<file path="src/rtl/sync_det_pkg.sv">
package sync_det_pkg;

    typedef enum logic {
        MODE_FREE = 1'b0,
        MODE_SYNC = 1'b1
    } clk_mode_e;

    // One-clock strobes from the pulse qualifier
    typedef struct packed {
        logic good;   // accepted pulse, interval in window
        logic bad;    // accepted pulse, interval out of window
        logic late;   // expected pulse overdue (sync mode only)
    } pulse_evt_t;

    function automatic int win_lo(input int nom, input int div);
        return nom - nom / div;
    endfunction

    function automatic int win_hi(input int nom, input int div);
        return nom + nom / div;
    endfunction

endpackage

</file>
<file path="src/rtl/sync_det_osc.sv">
module sync_det_osc #(
    parameter int NOM_PERIOD = 100
) (
    input  logic clk,
    input  logic rst,
    output logic tick,
    output logic clk_out
);
    localparam int OSC_W = $clog2(NOM_PERIOD);
    localparam logic [OSC_W-1:0] LAST = OSC_W'(NOM_PERIOD - 1);
    localparam logic [OSC_W-1:0] HALF = OSC_W'(NOM_PERIOD / 2);

    logic [OSC_W-1:0] cnt;

    assign tick = (cnt == LAST);

    always_ff @(posedge clk) begin
        if (rst) begin
            cnt     <= '0;
            clk_out <= 1'b1;
        end else begin
            cnt     <= tick ? '0 : cnt + 1'b1;
            clk_out <= (cnt < HALF);
        end
    end
endmodule

</file>
<file path="src/rtl/sync_det_qual.sv">
module sync_det_qual
    import sync_det_pkg::*;
#(
    parameter int NOM_PERIOD = 100,
    parameter int MIN_HIGH   = 8,
    parameter int WIN_LO     = 90,
    parameter int WIN_HI     = 110,
    parameter int PER_W      = 9,
    parameter int HI_W       = 4
) (
    input  logic       clk,
    input  logic       rst,
    input  logic       sync_in,
    input  logic       track,
    output pulse_evt_t evt
);
    localparam logic [HI_W-1:0]  HI_QUAL = HI_W'(MIN_HIGH);
    localparam logic [PER_W-1:0] LO_V    = PER_W'(WIN_LO);
    localparam logic [PER_W-1:0] HI_V    = PER_W'(WIN_HI);
    localparam logic [PER_W-1:0] LATE_V  = PER_W'(WIN_HI + 1);
    localparam logic [PER_W-1:0] REWIND  = PER_W'(NOM_PERIOD - 1);

    logic             s1, s2;
    logic [HI_W-1:0]  hi_cnt;
    logic [PER_W-1:0] per_cnt;
    logic             qual, in_win, late;

    assign qual   = s2 && (hi_cnt == HI_QUAL);
    assign in_win = (per_cnt >= LO_V) && (per_cnt <= HI_V);
    assign late   = track && !qual && (per_cnt == LATE_V);

    always_ff @(posedge clk) begin
        if (rst) begin
            s1      <= 1'b0;
            s2      <= 1'b0;
            hi_cnt  <= '0;
            per_cnt <= '1;
            evt     <= '0;
        end else begin
            s1 <= sync_in;
            s2 <= s1;
            if (!s2)
                hi_cnt <= '0;
            else if (hi_cnt <= HI_QUAL)
                hi_cnt <= hi_cnt + 1'b1;
            if (qual)
                per_cnt <= PER_W'(1);
            else if (late)
                per_cnt <= per_cnt - REWIND;
            else if (per_cnt != '1)
                per_cnt <= per_cnt + 1'b1;
            evt.good <= qual && in_win;
            evt.bad  <= qual && !in_win;
            evt.late <= late;
        end
    end
endmodule

</file>
<file path="src/rtl/sync_det_fsm.sv">
module sync_det_fsm
    import sync_det_pkg::*;
#(
    parameter int LOCK_EDGES = 3,
    parameter int MISS_LIMIT = 8
) (
    input  logic       clk,
    input  logic       rst,
    input  pulse_evt_t evt,
    output logic       sync_mode,
    output logic       miss_evt
);
    localparam int LK_W = $clog2(LOCK_EDGES + 1);
    localparam int MS_W = $clog2(MISS_LIMIT + 1);
    localparam logic [LK_W-1:0] LOCK_LAST = LK_W'(LOCK_EDGES - 1);
    localparam logic [MS_W-1:0] MISS_LAST = MS_W'(MISS_LIMIT - 1);

    clk_mode_e       mode;
    logic [LK_W-1:0] lock_cnt;
    logic [MS_W-1:0] miss_cnt;

    assign sync_mode = (mode == MODE_SYNC);
    assign miss_evt  = sync_mode && (evt.bad || evt.late);

    always_ff @(posedge clk) begin
        if (rst) begin
            mode     <= MODE_FREE;
            lock_cnt <= '0;
            miss_cnt <= '0;
        end else begin
            case (mode)
                MODE_FREE: begin
                    if (evt.good) begin
                        if (lock_cnt == LOCK_LAST) begin
                            mode     <= MODE_SYNC;
                            lock_cnt <= '0;
                            miss_cnt <= '0;
                        end else begin
                            lock_cnt <= lock_cnt + 1'b1;
                        end
                    end else if (evt.bad) begin
                        lock_cnt <= LK_W'(1);
                    end
                end
                MODE_SYNC: begin
                    if (evt.good) begin
                        miss_cnt <= '0;
                    end else if (miss_evt) begin
                        if (miss_cnt == MISS_LAST) begin
                            mode     <= MODE_FREE;
                            miss_cnt <= '0;
                            lock_cnt <= '0;
                        end else begin
                            miss_cnt <= miss_cnt + 1'b1;
                        end
                    end
                end
                default: mode <= MODE_FREE;
            endcase
        end
    end
endmodule

</file>
<file path="src/rtl/sync_det.sv">
module sync_det
    import sync_det_pkg::*;
#(
    parameter int NOM_PERIOD = 100,
    parameter int TOL_DIV    = 10,
    parameter int MIN_HIGH   = 8,
    parameter int LOCK_EDGES = 3,
    parameter int MISS_LIMIT = 8
) (
    input  logic clk,
    input  logic rst,
    input  logic sync_in,
    output logic cycle_start,
    output logic sync_mode,
    output logic clk_out
);
    localparam int WIN_LO = win_lo(NOM_PERIOD, TOL_DIV);
    localparam int WIN_HI = win_hi(NOM_PERIOD, TOL_DIV);
    localparam int PER_W  = $clog2(4 * NOM_PERIOD);
    localparam int HI_W   = $clog2(MIN_HIGH + 2);

    pulse_evt_t evt;
    logic       osc_tick;
    logic       miss_evt;

    sync_det_osc #(.NOM_PERIOD(NOM_PERIOD)) u_osc (
        .clk(clk), .rst(rst), .tick(osc_tick), .clk_out(clk_out)
    );

    sync_det_qual #(
        .NOM_PERIOD(NOM_PERIOD), .MIN_HIGH(MIN_HIGH),
        .WIN_LO(WIN_LO), .WIN_HI(WIN_HI), .PER_W(PER_W), .HI_W(HI_W)
    ) u_qual (
        .clk(clk), .rst(rst), .sync_in(sync_in), .track(sync_mode), .evt(evt)
    );

    sync_det_fsm #(.LOCK_EDGES(LOCK_EDGES), .MISS_LIMIT(MISS_LIMIT)) u_fsm (
        .clk(clk), .rst(rst), .evt(evt), .sync_mode(sync_mode), .miss_evt(miss_evt)
    );

    always_ff @(posedge clk) begin
        if (rst)
            cycle_start <= 1'b0;
        else
            cycle_start <= sync_mode ? (evt.good || miss_evt) : osc_tick;
    end
endmodule

</file>
<file path="config.mk">
export PLATFORM = sky130hd
export DESIGN_NAME = sync_det
export DESIGN_NICKNAME = d
export VERILOG_FILES = /design/src/rtl/sync_det_pkg.sv /design/src/rtl/sync_det_osc.sv /design/src/rtl/sync_det_qual.sv /design/src/rtl/sync_det_fsm.sv /design/src/rtl/sync_det.sv
export SDC_FILE = /design/constraint.sdc
export NUM_CORES = 1
export LEC_CHECK = 0
export BUFFER_PORTS_ARGS = -buffer_cell sky130_fd_sc_hd__buf_2
export CORE_MARGIN = 1.5
export CORE_UTILIZATION = 50
export CTS_CLUSTER_SIZE = 10
export DETAILED_ROUTE_END_ITERATION = 10
export PLACE_DENSITY = 0.69
export SETUP_SLACK_MARGIN = 0.4
export SLEW_MARGIN = 20
export SYNTH_ARGS = -nofsm -noshare
export SYNTH_HDL_FRONTEND = slang
export SYNTH_HIERARCHICAL = 1
export SYNTH_SLANG_ARGS = --single-unit
</file>
<file path="constraint.sdc">
create_clock -name clk -period 4.7 [get_ports clk]
set_clock_uncertainty 0.2 [all_clocks]
set_input_delay 0.235 -clock clk [delete_from_list [all_inputs] [get_ports clk]]
set_output_delay 0.235 -clock clk [all_outputs]
set_load 0.03 [all_outputs]
</file>
# == Word-level counts from Yosys, hierarchy flattened ==
# Index checks and enable logic that the tools add are counted.
# word_totals
out_inout_bits,3
memories,0
latch_bits,0
rom_bits,0
ram_bits,0
ff_bits,34
wordCells,80
# classes
n_mul,0
addsub,6
n_shift,0
eq_ne,13
reduce_logical,18
div_mod_pow,0
n_lt_le_gt_ge,4
n_mux,23
bitwise_logic,2
# ops
cell,n
$mux W9,3
$mux W4,5
$mux W2,6
$add A9 B1 Y9 const B,1
$eq A9 B7 Y1 const B,1
$ge A9 B7 Y1 const B,1
$le A9 B7 Y1 const B,1
$ne A9 B9 Y1 const B,1
$sub A9 B7 Y9 const B,1
$add A4 B1 Y4 const B,2
$ne A2 B2 Y1 const B,4
$pmux W4 S2,1
$add A7 B1 Y7 const B,1
$eq A7 B7 Y1 const B,1
$logic_and A1 B1 Y1,7
$lt A7 B6 Y1 const B,1
$mux W1,6
$ne A3 B3 Y1 const B,2
$reduce_or A2 Y1,3
$eq A4 B3 Y1 const B,1
$eq A4 B4 Y1 const B,1
$le A4 B4 Y1 const B,1
$pmux W2 S2,1
$reduce_and A4 Y1,1
10 further kinds,13

# == Longest topological paths before layout ==
# depth
depth_word,7
ltp_mapped,10

# == Cells and area by module ==
# The synthesis kept the hierarchy.
# by_module_without_submodules
mod,seq_area_each_um2,area_per_inst_um2,n_inst,cells_per_inst
sync_det_qual,360.3,940.9,1,103
sync_det_fsm,140.1,431.7,1,46
sync_det_osc,160.2,322.8,1,36
sync_det,20.0,35.0,1,4

# == Worst setup path before layout ==
# Ideal clock, no wire load.
# synth_timing
kind,register to register
start,register u_fsm.mode (netlist: u_fsm/sync_mode)
end,register u_qual.per_cnt[8]
t_arrival_ns,2.474
stages_incl_launch_ff,9
required_ns,4.374
setup_time_ns,0.126
setup_slack_ns,1.900
synth_period_minus_slack_ns,2.800
n_path_buf,0
path_cell_list,dfxtp_1 -> or4b_1 -> nor4_2 -> ha_1 -> a211oi_1 -> o21bai_1 -> a41oi_1 -> xnor2_1 -> o21ai_1
# synth_between
elab_chain_cells,4
word_cells_on_any_way,5
cone_classes,mux: 2; reduce/logical: 3
# synth_lines
element,line_no,source
start: declaration,sync_det_fsm.sv:18,clk_mode_e mode;
start signal: assignment,sync_det_fsm.sv:27,mode <= MODE_FREE;
start signal: assignment,sync_det_fsm.sv:35,mode <= MODE_SYNC;
start signal: assignment,sync_det_fsm.sv:50,mode <= MODE_FREE;
$logic_and A1 B1 Y1 * (2 in series),sync_det_qual.sv:30,assign late = track && !qual && (per_cnt == LATE_V);
named net u_qual.late,sync_det_qual.sv:26,"logic qual, in_win, late;"
$mux W9,sync_det_qual.sv:48,else if (late)
$mux W9,sync_det_qual.sv:46,if (qual)
end signal: assignment,sync_det_qual.sv:49,per_cnt <= per_cnt - REWIND;
end signal: assignment,sync_det_qual.sv:51,per_cnt <= per_cnt + 1'b1;
end: declaration,sync_det_qual.sv:25,logic [PER_W-1:0] per_cnt;
# Mark *: on every way through the listed nets, which the timed path passes. The rest lies on a longest branch.
# A chain may end at the register's enable or synchronous reset.

# == Final worst setup path ==
# Same ends and word-level chain as after synthesis.

==> impl_metrics.ini <==
[run_status]
status = finished clean

[placement]
dp_cells = 235
post-dp-hpwl_um = 2240
place_area_um2 = 1774
numPortBuffers = 5
routabilityCongestion = 0.9162

[critical_path]
crit_fanout = 13
r2r_end = u_qual/per_cnt[8]
r2r_start = u_fsm/sync_mode
crit_chain = or4b_1 -> nor4_2 -> ha_1 -> a211oi_1 -> o21bai_1 -> a41oi_1 -> xnor2_1 -> o21ai_1
worst_ep_arrival_time_ns = 3.08
end_kind = flip-flop
reg2reg_slack_ns = 1.65
worst_path_largest_cell_delay_ns = 0.56
r2r_cells = 8
crit_path_top_delay_cell = dfxtp_1
start_kind = flip-flop
worstPathRequired_ns = 4.72
critPathKind = flip-flop to flip-flop

[hold_path]
holdPathStages = 2
hold-path-endpoint = u_osc/cnt[3]
worstHoldStart = rst
min_path_type = input pin to flip-flop

[yosys]
yosys_warnings = 6
syn-num-nets = 203
ys_types = 48
ys_seq_area_share_pct = 39.33
synth.area.top_cells = dfxtp_1 39%, ha_1 8.0%, nor2_1 3.9%
synth-edff-count = 0
async_reset_ff_share_pct = 0
synth-main-ff-cell = dfxtp_1
synth_area_leader_cell = dfxtp_1
synth_seq_cells = 34
synth.top_cell.area_share_pct = 39.33
syn_inst = 189
syn_area_per_cell_um2 = 9.156
synth_area_um2 = 1730

[clocking]
cts.path.max_buffers = 2
htree_levels = 2
post-cts-setup-buffer-count = 0
clockRootBuffer = clkbuf_4
cts_sinks = 34
cts_tree = yes
insertion_delay_ns = 0.34
numCtsBuffers = 5
cts.clk_slew.worst_paths_ns = 0.11

[sta]
max_freq_mhz = 327.5
tightest_slew_ns = 0.6999
period_share_pct = 64.98
rsz0062_at_grt = no
max_slew_margin_pct = 52.94
fin_tns_setup_ns = 0
drv_slew = 0
setup_viol = 0
fin_crit_ns = 3.054
hold_viol_final = 0

[cells_and_area]
num_antenna_cells = 0
areaGrowthSynthToFinish_pct = 6.797
layout-drive-gt1-share_pct = 10.61
fin_util_pct = 55.38
fin_area_um2 = 1848
final_nets = 211
stdcell_count = 244

[power_and_ir_drop]
peakVddDrop_mv = 0.2804
p_leak_nw = 0.6863
p_per_area_nw_per_um2 = 434.5
power_w = 0.0008030

[drt]
drtPass1Iterations = 4
drt_iter0_drc = 80
routedWlPerCell_um = 12.52
routed_wirelength_um = 3056
ant_nets = 0
drc = 0
vias = 1370
vias_per_cell = 5.615

[die]
die_area_um2 = 3823
core-area_um2 = 3337
num_rows = 21
dieWidth_um = 61.83
floorplan.initialDensity_pct = 51.86
io_pins = 6
dieHeight_um = 61.83

[grt]
gr-total-overflow = 0
grt.total_usage_pct = 17.54
first_global_vias = 1180
grt_pass1_wl_um = 4899
grt_max_degree = 19
antenna_found_initial = 0

[run]
maxCapViolations = 0
## per-stage QoR
step                      worst slack [ns]  hold slack, ns
final                                1.646         0.06494
after global placement               1.804          0.2249
after global routing                 1.316         0.06903
after CTS                            1.643         0.05264
after detailed placement             1.661          0.2291
after floorplan                      1.900          0.1041
## cells by family (layout without fill, tap and decap cells)
| group | Yosys count | count (layout) | share of synthesized area (%) |
|---|---|---|---|
| compound gates | 44 | 44 | 16.41 |
| xor+xnor | 12 | 12 | 6.074 |
| fa+ha+maj | 11 | 11 | 7.954 |
| buf+inv | 12 | 21 | 3.760 |
| flops | 34 | 34 | 39.33 |
| mux | 1 | 1 | 0.6507 |
| simple gates | 75 | 75 | 25.81 |
## per-layer routing
metal,part of all wire [%],GRT usage (%),up-vias
li1,-,-,700
met4,1.5,8.815,0
met1,48,20.99,636
met3,4.4,6.211,6
met2,46,27.82,28
met5,0,0,-
## what timing repair did
action | 4_1_cts | 5_1_grt
hold buffers | 1 | 0
endpoints found under the hold margin | 1 | 0
resized for setup | 0 | 0
## power breakdown
part	switching (W)	internal (W)	leakage (nW)
sequential	0.0000496	0.000324	0.277
combinational	0.000134	0.000123	0.375
clock	0.000101	0.0000719	0.0343
## layout make-up
class | count | area (µm²)
inverters | 7 | 26.28
repair buffers | 6 | 35.03
clock buffers | 6 | 51.30
well taps | 46 | 57.56
fillers | 329 | 1489
flip-flops and latches | 34 | 680.7
clock inverters | 2 | 12.51
multi-input cells | 143 | 984.7
## critical path, delay by kind of cell (launching register included)
kind,cells,cell delay [ns]
compound gates,4,0.69
fa+ha+maj,1,0.39
xor+xnor,1,0.14
simple gates,2,0.96
flops,1,0.56
## synth_stat cells, drive strengths merged, types with 4 or more instances
library cell / count
or3: 4
buf: 4
inv: 7
o21ai: 12
xnor2: 7
ha: 11
nand3b: 5
nor2b: 5
a21o: 4
a21oi: 9
nand2b: 4
nor2: 18
dfxtp: 34
xor2: 5
nand2: 9
nand3: 11
## cell usage in the layout (no fill, tap or decap), types with 7 or more instances in the layout
cell type / n
a21oi_1: 9
nand2_1: 8
xnor2_1: 7
nand3_1: 9
nor2_1: 18
o21ai_0: 9
ha_1: 11
dfxtp_1: 34
inv_1: 7
## sequential cells by signal, indices dropped and copies added, names as in the netlist
name,cells
u_qual/per_cnt,9
u_osc/cnt,7
u_fsm/miss_cnt,4
u_qual/hi_cnt,4
u_qual/evt,3
u_fsm/lock_cnt,2
cycle_start,1
u_fsm/sync_mode,1
u_osc/clk_out,1
u_qual/s1,1
u_qual/s2,1
## worst max-delay path by stage
stage                   endpoint  slack (ns)             from
2_1_floorplan  u_qual/per_cnt[8]        1.90  u_fsm/sync_mode
3_3_place_gp   u_qual/per_cnt[8]        1.80  u_fsm/sync_mode
3_5_place_dp   u_qual/per_cnt[8]        1.66  u_fsm/sync_mode
4_1_cts        u_qual/per_cnt[8]        1.64  u_fsm/sync_mode
5_1_grt        u_qual/per_cnt[8]        1.32  u_fsm/sync_mode
6_report       u_qual/per_cnt[8]        1.65  u_fsm/sync_mode
Power figures use the tool's default switching activity.
